## src/rtl/ddr_cmd_seq.sv

```systemverilog
module ddr_cmd_seq #(
  parameter int ROW_W   = 12,
  parameter int COL_W   = 9,
  parameter int BL      = 4,
  parameter int CL_X2   = 5,
  parameter int T_RCD   = 3,
  parameter int T_RP    = 3,
  parameter int T_RFC   = 10,
  parameter int REF_INT = 1560
) (
  input  logic             clk,
  input  logic             rst_n,
  input  logic             req_valid,
  output logic             req_ready,
  input  logic [1:0]       req_bank,
  input  logic [ROW_W-1:0] req_row,
  input  logic [COL_W-1:0] req_col,
  input  logic             req_write,
  input  logic             req_ap,
  output logic [2:0]       cmd,
  output logic [1:0]       cmd_bank,
  output logic [ROW_W-1:0] cmd_addr,
  output logic             cmd_ap,
  output logic             rd_return
);
  localparam int BEATS = BL / 2;
  localparam int CLC   = (CL_X2 + 1) / 2;
  localparam int CW    = 8;
  localparam int RIW   = $clog2(REF_INT + 1);

  localparam logic [2:0] C_NOP = 3'd0, C_ACT = 3'd1, C_RD = 3'd2, C_WR = 3'd3,
                         C_PRE = 3'd4, C_PREA = 3'd5, C_REF = 3'd6;

  logic             busy, q_wr, q_ap, ref_pend;
  logic [1:0]       q_bank;
  logic [ROW_W-1:0] q_row;
  logic [COL_W-1:0] q_col;
  logic [3:0]       open_b;
  logic [ROW_W-1:0] orow [4];
  logic [CW-1:0]    bcnt [4];
  logic [CW-1:0]    burst;
  logic [RIW-1:0]   rtimer;
  logic [CLC-1:0]   rpipe;
  logic             all_idle, b_idle, col;

  always_comb begin
    all_idle = 1'b1;
    for (int b = 0; b < 4; b++) if (bcnt[b] != 0) all_idle = 1'b0;
  end

  assign b_idle    = (bcnt[q_bank] == 0);
  assign req_ready = !busy && !ref_pend;
  assign col       = (cmd == C_RD) || (cmd == C_WR);
  assign rd_return = rpipe[CLC-1];
  assign cmd_bank  = busy ? q_bank : 2'd0;
  assign cmd_ap    = col && q_ap;
  assign cmd_addr  = (cmd == C_ACT) ? q_row :
                     col ? {{(ROW_W-COL_W){1'b0}}, q_col} : '0;

  always_comb begin
    cmd = C_NOP;
    if (busy) begin
      if (!open_b[q_bank]) begin
        if (b_idle) cmd = C_ACT;
      end else if (orow[q_bank] != q_row) begin
        if (b_idle && burst == 0) cmd = C_PRE;
      end else if (b_idle && burst == 0) begin
        cmd = q_wr ? C_WR : C_RD;
      end
    end else if (ref_pend && all_idle && burst == 0) begin
      cmd = (|open_b) ? C_PREA : C_REF;
    end
  end

  always_ff @(posedge clk) begin
    if (!rst_n) begin
      busy <= 1'b0; q_wr <= 1'b0; q_ap <= 1'b0; q_bank <= '0;
      q_row <= '0; q_col <= '0; open_b <= '0; burst <= '0;
      ref_pend <= 1'b0; rpipe <= '0;
      rtimer <= RIW'(REF_INT - 1);
      for (int b = 0; b < 4; b++) begin
        orow[b] <= '0;
        bcnt[b] <= '0;
      end
    end else begin
      rpipe <= {rpipe, 1'b0} | CLC'(cmd == C_RD);
      if (burst != 0) burst <= burst - 1'b1;
      for (int b = 0; b < 4; b++) if (bcnt[b] != 0) bcnt[b] <= bcnt[b] - 1'b1;
      case (cmd)
        C_ACT: begin
          open_b[q_bank] <= 1'b1;
          orow[q_bank]   <= q_row;
          bcnt[q_bank]   <= CW'(T_RCD - 1);
        end
        C_PRE: begin
          open_b[q_bank] <= 1'b0;
          bcnt[q_bank]   <= CW'(T_RP - 1);
        end
        C_RD, C_WR: begin
          busy  <= 1'b0;
          burst <= CW'(BEATS - 1);
          if (q_ap) begin
            open_b[q_bank] <= 1'b0;
            bcnt[q_bank]   <= CW'(BEATS + T_RP - 1);
          end
        end
        C_PREA: begin
          open_b <= '0;
          for (int b = 0; b < 4; b++) bcnt[b] <= CW'(T_RP - 1);
        end
        C_REF: begin
          ref_pend <= 1'b0;
          for (int b = 0; b < 4; b++) bcnt[b] <= CW'(T_RFC - 1);
        end
        default: ;
      endcase
      if (rtimer == 0) begin
        rtimer   <= RIW'(REF_INT - 1);
        ref_pend <= 1'b1;
      end else begin
        rtimer <= rtimer - 1'b1;
      end
      if (req_valid && req_ready) begin
        busy   <= 1'b1;
        q_bank <= req_bank;
        q_row  <= req_row;
        q_col  <= req_col;
        q_wr   <= req_write;
        q_ap   <= req_ap;
      end
    end
  end

  p_ready_drops_r9: assert property (@(posedge clk) disable iff (!rst_n)
    (req_valid && req_ready) |=> !req_ready);
  p_col_spacing_r5: assert property (@(posedge clk) disable iff (!rst_n)
    (BEATS > 1 && col) |=> !col);
  p_ref_closed_r7: assert property (@(posedge clk) disable iff (!rst_n)
    (cmd == C_REF) |-> (open_b == 4'd0));
  p_ap_closes_r6: assert property (@(posedge clk) disable iff (!rst_n)
    (col && cmd_ap) |=> !open_b[$past(cmd_bank)]);
  p_rd_return_r8: assert property (@(posedge clk) disable iff (!rst_n)
    rd_return |-> $past(cmd == C_RD, CLC));
endmodule

```

## config.mk

```make
export PLATFORM = sky130hd
export DESIGN_NAME = ddr_cmd_seq
export DESIGN_NICKNAME = d
export VERILOG_FILES = /design/src/rtl/ddr_cmd_seq.sv
export SDC_FILE = /design/constraint.sdc
export NUM_CORES = 1
export LEC_CHECK = 0
export ABC_AREA = 1
export BUFFER_PORTS_ARGS = -buffer_cell sky130_fd_sc_hd__buf_2
export CAP_MARGIN = 20
export CORE_ASPECT_RATIO = 0.9
export CORE_MARGIN = 2
export CORE_UTILIZATION = 45
export DETAILED_ROUTE_END_ITERATION = 6
export PLACE_DENSITY = 0.7
export SYNTH_ARGS = -nofsm -noshare
export SYNTH_HDL_FRONTEND = slang
export SYNTH_SLANG_ARGS = --single-unit
```

## constraint.sdc

```tcl
create_clock -name clk -period 3.3 [get_ports clk]
set_clock_uncertainty 0.2 [all_clocks]
set_input_delay 0.165 -clock clk [delete_from_list [all_inputs] [get_ports clk]]
set_output_delay 0.165 -clock clk [all_outputs]
set_load 0.02 [all_outputs]
```

==> summary.md, run 1 <==
| Metric | Value |
|---|---|
| Synth Cell Area | `0.007023 mm2` |
| Largest family of logic cells by synthesized area | `simple AND/OR/NAND/NOR gates` |
| Post-Synth XOR/XNOR Area | `2.993%` |
| Port bufs | `47` |
| Final min period | `3.227 ns` |
| Synth-to-layout area growth | `25.78%` |
| Relative slew slack | `38.14%` |
| Largest net degree at the start of global routing | `56` |
| Dpl cells | `1,132` |
| Final hold slack | `0.02586 ns` |
| Fmax | `0.3099 GHz` |
| Final Non-Filler Cells | `1,214` |
| Crit Path Class | `flip-flop to output port` |
| Sw Pwr | `2220 uW` |
| Worst path max stage delay | `0.32 ns` |
| Ys flop type | `dfxtp_1` |
| Post-synthesis compound-gate area fraction | `7.661%` |
| Initial Util | `45.80%` |
| I/O Pins | `48` |
| Synth Warn # | `0` |
| Fillers | `1,318` |
| Gp weighted congestion | `0.9305` |
| Vias | `6,318` |
| Grt total ovfl | `0` |
| Sequential share of power | `35.6%` |
| Die Ht | `122.5 um` |
| Share of layout cells above drive strength 1 | `24.80%` |
| Most frequent CP cell | `nor2_4` |
| Net count after synthesis | `924` |
| Final setup TNS | `0 ns` |
| Max-slew violations | `0` |
| Yosys top cell area share | `23.94%` |
| Mux contribution to synthesized area | `0.1425%` |
| # diodes | `0` |
| Worst-skew pair later-pin latency | `0.42 ns` |
| CP endpoint kind | `output port` |
| Worst-path clk slew | `0.06 ns` |
| Seq cells post-synth | `135` |
| Crit Path Max Fanout | `11` |
| Remaining routing DRC violations | `0` |
| Cells along the critical path | `inv_2, ha_2, inv_1, nor2_2, nor3b_4, nand2_4, nor2_4, nand3_2, o21ai_2, nand2_2, nor2_4, inv_2, nor2_4, inv_4, buf_12, o21ai_2, buf_4` |
| CTS buffer count | `17` |
| Switching Fraction | `35.88%` |
| Cell Area, Placed | `0.007538 mm2` |
| Drt first pass iters | `5` |
| Final Cycle Share | `97.77%` |
| Leak Pwr | `0.003868 uW` |
| CTS max path bufs | `2` |
| Combinational share of power | `34.6%` |
| HPWL after DPL | `11,900 um` |
| Slowest CP cell | `dfxtp_1` |
| CP Launch Type | `flip-flop` |
| Cell Pwr Density | `700.5 mW/mm2` |
| Seq/Total Area, Yosys | `45.75%` |
| Area of the multi-input gates | `0.003485 mm2` |
| Tightest Hold Check Type | `input pin to flip-flop` |
| Vias in the first global route | `5,745` |
| Final ANT Viol Nets | `0` |
| Final WL | `18,350 um` |
| Core ar. | `0.01533 mm2` |
| Ranking of synthesized cells by area | `dfxtp_1 (24%), edfxtp_1 (22%), nand2_1 (9.9%)` |
| Vias per inst | `5.204` |
| Maxcap violations | `0` |
| Initial antenna violation count | `0` |
| Crit path DAT | `2.86 ns` |
| Final Hold Fails | `0` |
| Post-synth top area cell | `dfxtp_1` |
| Final Setup Violations | `0` |
| EDFF count, synth | `51` |
| Clock sink total | `135` |
| WL/cell | `15.11 um` |
| Num rows | `43` |
| Reg area | `0.003221 mm2` |
| Async SR Flop Fraction | `0%` |
| CTS Root Cell | `clkbuf_16` |
| Worst path buffer plus inverter count | `6` |
| Synth Area in Adders | `1.603%` |
| Yosys cell types | `49` |
| Die X-Extent | `135.7 um` |
| H-Tree Depth | `4` |
| Pin slew with the least headroom to its limit | `0.9257 ns` |
| Post-route design area | `0.008833 mm2` |
| Syn Area/Cell | `7.918 um2` |
| Top Family by Delay on Critical Path | `simple AND/OR/NAND/NOR gates` |
| CP Data Required Time | `2.93 ns` |
| Synth Area in Simple Gates | `34.38%` |
| # nets final | `1,036` |
| Internal power | `3967 uW` |
| Tot GR Track Use | `22.13%` |
| CTS tree | `done` |
| Status | `finished, final reports clean` |
| Post-Syn Instances | `887` |
| Peak VDD IR | `0.0004703 V` |
| Clock network power share | `29.8%` |
| First-iteration detailed-routing DRC count | `574` |
| DIE AREA | `0.01662 mm2` |
| First-pass GRT wire length | `28,480 um` |
## cells in the final DEF, fill, tap and decap left out, types with 3 or more instances in the layout
master,netlist,layout
o21ai_2,2,8
nor4_1,4,4
clkinv_2,1,4
nor3_2,6,6
nor2_4,10,13
dlygate4sd3_1,0,24
nand4_1,16,16
xor2_1,17,17
ha_1,9,7
nor2_2,11,15
buf_6,4,3
nand3b_1,3,3
buf_4,2,43
dfxtp_2,0,3
edfxtp_1,51,51
o21ai_0,45,41
nand2_1,186,176
a21oi_2,3,3
nor3_1,14,13
nand3_1,89,73
dfxtp_1,84,80
xnor2_1,7,7
nand2_4,5,6
inv_1,85,84
clkinvlp_4,0,3
nor2_1,123,116
o21ai_1,7,5
a21oi_1,32,32
inv_2,13,13
clkbuf_16,0,18
nand2_2,8,17
buf_2,6,41
nand3_2,9,25
clkinv_1,2,3
## worst paths after layout
check / from / end / cells past startpoint / slack, ns
setup / recovery: bcnt[2][0] / cmd_addr[2] / 17 / 0.07
hold / removal: req_bank[1] / q_bank[1] / 3 / 0.03
setup reg to reg: bcnt[2][0] / bcnt[3][3] / 15 / 0.26
hold reg to reg: rtimer[0] / rtimer[0] / 1 / 0.19
## power groups by stage
stage	clock (uW)	sequential (uW)	combinational, uW
global placement	0	2210	1840
global route	1940	2230	2400
finish	1850	2200	2140
CTS	1860	2190	1950
detailed placement	0	2210	1860
floorplan	0	2170	1480
## flip-flops by register name, summed over array words and instances, names as in the netlist, named ones only
signal    flops
bcnt         32
q_bank        2
q_row        12
orow         48
rpipe         3
ref_pend      1
q_ap          1
rtimer       11
q_wr          1
busy          1
burst         8
open_b        4
q_col         9
## layer usage
layer	GRT usage (%)	vias up	wire length, um
met1	30.31	2950	8442
met4	8.789	0	418
met2	34.31	208	8344
li1	-	3131	-
met3	4.709	29	1143
met5	0	-	0
## stage by stage
stage / power [uW] / setup slack (ns) / util (%)
3_3_place_gp: 4047 / 0.2468 / 49.16
6_report: 6188 / 0.07347 / 57.61
3_5_place_dp: 4076 / 0.1684 / 49.16
4_1_cts: 5996 / 0.01197 / 54.89
2_1_floorplan: 3649 / 0.2789 / -
5_1_grt: 6576 / -0.08985 / 57.61
## worst register-to-register path, cell delays in order, from the launching register on
cell      delay [ns]
dfxtp_1         0.32
inv_2           0.07
ha_2            0.17
inv_1           0.05
nor2_2          0.14
nor3b_4         0.29
nand2_4         0.12
buf_4           0.15
nor3_1          0.21
nand3_1         0.13
nand3b_1        0.25
a21oi_1         0.21
nand3_1         0.12
nand2_1         0.11
inv_1           0.06
nand4_1         0.14
## synthesized netlist by cell type (all sizes together) (3+ instances only)
master  count
a21oi      36
buf        12
clkbuf     12
clkinv      3
dfxtp      84
edfxtp     51
ha          9
inv        99
nand2     200
nand3     100
nand3b      3
nand4      19
nor2      144
nor3       20
nor4        5
o21ai      54
xnor2       7
xor2       17
## final cells by class
type	instances	area share, %
Sequential cell	135	36.46
Clock buffer	20	5.057
Timing Repair inverter	2	0.2833
Multi-Input combinational cell	626	39.45
Clock inverter	12	1.445
Tap cell	202	2.861
Timing Repair Buffer	115	9.929
Inverter	102	4.518
## repair_timing
item | CTS | global route
gates resized for setup | 12 | 67
pin swaps | 2 | 18
setup buffers | 4 | 18
hold buffers | 24 | 0
endpoints found under the hold margin | 25 | 0
endpoints found under the setup margin | 12 | 12
gates cloned | 0 | 4
## logic make-up (layout without fill, tap and decap cells)
| family | after synthesis | in the layout |
|---|---|---|
| simple gates | 495 | 495 |
| flops | 135 | 135 |
| fa+ha+maj | 9 | 9 |
| xor+xnor | 24 | 24 |
| mux | 1 | 1 |
| compound gates | 97 | 97 |
| buf+inv | 126 | 251 |
Power figures use the tool's default switching activity.
==> run 2: changes to the inputs <==
--- a/config.mk
+++ b/config.mk
@@ -9,10 +9,11 @@
 export BUFFER_PORTS_ARGS = -buffer_cell sky130_fd_sc_hd__buf_2
 export CAP_MARGIN = 20
 export CORE_ASPECT_RATIO = 0.9
-export CORE_MARGIN = 2
+export CORE_MARGIN = 5
 export CORE_UTILIZATION = 45
 export DETAILED_ROUTE_END_ITERATION = 6
 export PLACE_DENSITY = 0.7
+export SKIP_LAST_GASP = 1
 export SYNTH_ARGS = -nofsm -noshare
 export SYNTH_HDL_FRONTEND = slang
 export SYNTH_SLANG_ARGS = --single-unit
==> run 2 against run 1 <==
Flip-flop and latch count unchanged. Final cell count increased by 1.6%. Clock power increased by 8%. First-iteration DRC count decreased by 14%. Die area increased by 9.5%. Critical path depth decreased by 1. Power increased by 2.2%. Cell area increased by 1.8%. Largest power group unchanged. Worst setup slack improved by 0.029 ns.
==> summary.md, run 2 (synthesis results as in run 1) <==
| Metric | Value |
|---|---|
| Commonest non-fill, non-tap cells in the layout | `nand2_1 (178), nor2_1 (121), inv_1 (83), nand3_1 (83), dfxtp_1 (82) (was nand2_1 (176), nor2_1 (116), inv_1 (84), dfxtp_1 (80), nand3_1 (73))` |
| Max FFs per register | `48 (unchanged)` |
| Num rows | `43 (unchanged)` |
| Met3 WL | `1302 um (was 1143 um)` |
| Top layer in use | `met4 (unchanged)` |
| Post-Place Worst Slack | `-0.1834 ns (was 0.1684 ns)` |
| M1 WL | `8573 um (was 8442 um)` |
| # nets final | `1,056 (was 1,036)` |
| Port bufs | `47 (unchanged)` |
| CP endpoint kind | `output port (unchanged)` |
| Initial antenna violation count | `0 (unchanged)` |
| H-Tree Depth | `4 (unchanged)` |
| Final ANT Viol Nets | `0 (unchanged)` |
| CP Data Required Time | `2.93 ns (about the same)` |
| Synth-to-layout area growth | `28.06% (was 25.78%)` |
| First-iteration detailed-routing DRC count | `492 (was 574)` |
| Power consumption | `6323 uW (was 6188 uW)` |
| Core ar. | `0.01539 mm2 (was 0.01533 mm2)` |
| Gp weighted congestion | `0.8731 (was 0.9305)` |
| Final Hold Fails | `0 (unchanged)` |
| Crit path DAT | `2.83 ns (was 2.86 ns)` |
| Vias in the first global route | `6,021 (was 5,745)` |
| Final Cycle Share | `96.88% (was 97.77%)` |
| Fmax | `0.3128 GHz (was 0.3099 GHz)` |
| Final min period | `3.197 ns (was 3.227 ns)` |
| Commonest non-fill, non-tap cell in the layout | `nand2_1 (unchanged)` |
| Worst-skew pair later-pin latency | `0.42 ns (about the same)` |
| Peak VDD IR | `0.0006188 V (was 0.0004703 V)` |
| Final Setup Violations | `0 (unchanged)` |
| First-pass GRT wire length | `29,600 um (was 28,480 um)` |
| Remaining routing DRC violations | `0 (unchanged)` |
| Die Ht | `128.5 um (was 122.5 um)` |
| Final setup TNS | `0 ns (unchanged)` |
| Register name with the most flops | `orow (unchanged)` |
| Leak Pwr | `0.004001 uW (was 0.003868 uW)` |
| Maxcap violations | `0 (unchanged)` |
| Tot GR Track Use | `20.25% (was 22.13%)` |
| CTS buffer count | `17 (unchanged)` |
| CTS tree | `done (unchanged)` |
| Initial Util | `45.64% (was 45.80%)` |
| Max-slew violations | `0 (unchanged)` |
| Grt total ovfl | `0 (unchanged)` |
| Dpl cells | `1,167 (was 1,132)` |
| Setup slack after layout | `0.1029 ns (was 0.07347 ns)` |
| Met2 wire len | `8188 um (was 8344 um)` |
| Die X-Extent | `141.7 um (was 135.7 um)` |
| Fillers | `1,369 (was 1,318)` |
| Drt first pass iters | `5 (unchanged)` |
| DIE AREA | `0.01821 mm2 (was 0.01662 mm2)` |
| CTS Root Cell | `clkbuf_16 (unchanged)` |
| Vias | `6,355 (was 6,318)` |
| Clock sink total | `135 (unchanged)` |
| WL/cell | `14.77 um (was 15.11 um)` |
| Crit Path Class | `flip-flop to output port (unchanged)` |
| CP Launch Type | `flip-flop (unchanged)` |
| Crit Path Max Fanout | `8 (was 11)` |
| Vias per inst | `5.150 (was 5.204)` |
| Status | `finished, final reports clean (unchanged)` |
| Cell Pwr Density | `703.0 mW/mm2 (was 700.5 mW/mm2)` |
| Share of layout cells above drive strength 1 | `24.13% (was 24.80%)` |
| Tightest Hold Check Type | `input pin to flip-flop (unchanged)` |
| Regs by FF count | `orow x48, bcnt x32, q_row x12 (unchanged)` |
| Pin slew with the least headroom to its limit | `0.7122 ns (was 0.9257 ns)` |
| Relative slew slack | `52.08% (was 38.14%)` |
| Worst-path clk slew | `0.06 ns (about the same)` |
| CTS max path bufs | `2 (unchanged)` |
| HPWL after DPL | `12,310 um (was 11,900 um)` |
| Post-layout util | `58.45% (was 57.61%)` |
| Largest net degree at the start of global routing | `56 (unchanged)` |
| I/O Pins | `48 (unchanged)` |
| # diodes | `0 (unchanged)` |
| Final Non-Filler Cells | `1,234 (was 1,214)` |
| Final WL | `18,220 um (was 18,350 um)` |
-- run 2: changes by cell type in the layout (fill, tap and decap cells not counted), moves of 3 or more --
cell,previous run,this run
buf_4,43,65
nor2_4,13,10
nand3_1,73,83
buf_2,41,37
clkinvlp_4,3,0
nor2_1,116,121
clkinv_2,4,1
nand3_2,25,15
-- run 2: power breakdown --
group / total [uW] / internal, uW / leakage, uW / switching (uW)
clock network: 2000 / 1250 / 0.000303 / 754
logic: 2140 / 879 / 0.00247 / 1260
registers: 2180 / 2000 / 0.00122 / 180
total: 6320 / 4130 / 0.00400 / 2200
-- run 2: path summary, 6_finish.rpt --
path | cells after the start | startpoint | endpoint | slack [ns]
setup / recovery | 16 | burst[0] | cmd_addr[0] | 0.10
hold / removal | 4 | rst_n | ref_pend | 0.07
setup reg to reg | 16 | bcnt[3][0] | orow[1][11] | 0.22
hold reg to reg | 1 | rtimer[0] | rtimer[0] | 0.20
-- run 2: per-stage QoR --
stage          hold slack, ns  area, um2
2_1_floorplan          0.1317       7023
3_3_place_gp           0.1750       7814
3_5_place_dp           0.1813       7814
4_1_cts               0.06733       8732
5_1_grt                0.1213       8994
6_report              0.06841       8994
-- run 2: metal layers --
layer,vias up,global-route usage [%]
li1,3180,-
met1,2966,28.68
met2,193,30.95
met3,16,5.574
met4,0,4.853
met5,-,0
-- run 2: cell type report --
cell class | count | area (um2) | area share (%)
Clock buffer | 20 | 457.9 | 5.092
Clock inverter | 12 | 163.9 | 1.822
Inverter | 102 | 405.4 | 4.508
Multi-Input combinational cell | 626 | 3402 | 37.83
Sequential cell | 135 | 3218 | 35.78
Tap cell | 202 | 252.7 | 2.810
Timing Repair Buffer | 137 | 1094 | 12.16
-- run 2: critical path: stages (launching register included) --
cell	delay [ns]
dfxtp_1	0.32
inv_1	0.14
ha_1	0.17
nand3_1	0.14
nor2_4	0.22
buf_4	0.17
nand3_1	0.12
nor3_4	0.25
nand3_2	0.15
nand2_4	0.12
nor2_4	0.05
inv_2	0.06
nor2_4	0.04
inv_4	0.08
buf_12	0.13
o21ai_1	0.07
buf_4	0.17
-- run 2: what timing repair did --
| item | 4_1_cts | 5_1_grt |
|---|---|---|
| pin swaps | 1 | 8 |
| setup buffers | 1 | 7 |
| cloned | 0 | 2 |
| hold endpoints to repair | 27 | 0 |
| hold buffers | 25 | 0 |
| endpoints found under the setup margin | 24 | 41 |
| resized for setup | 11 | 52 |
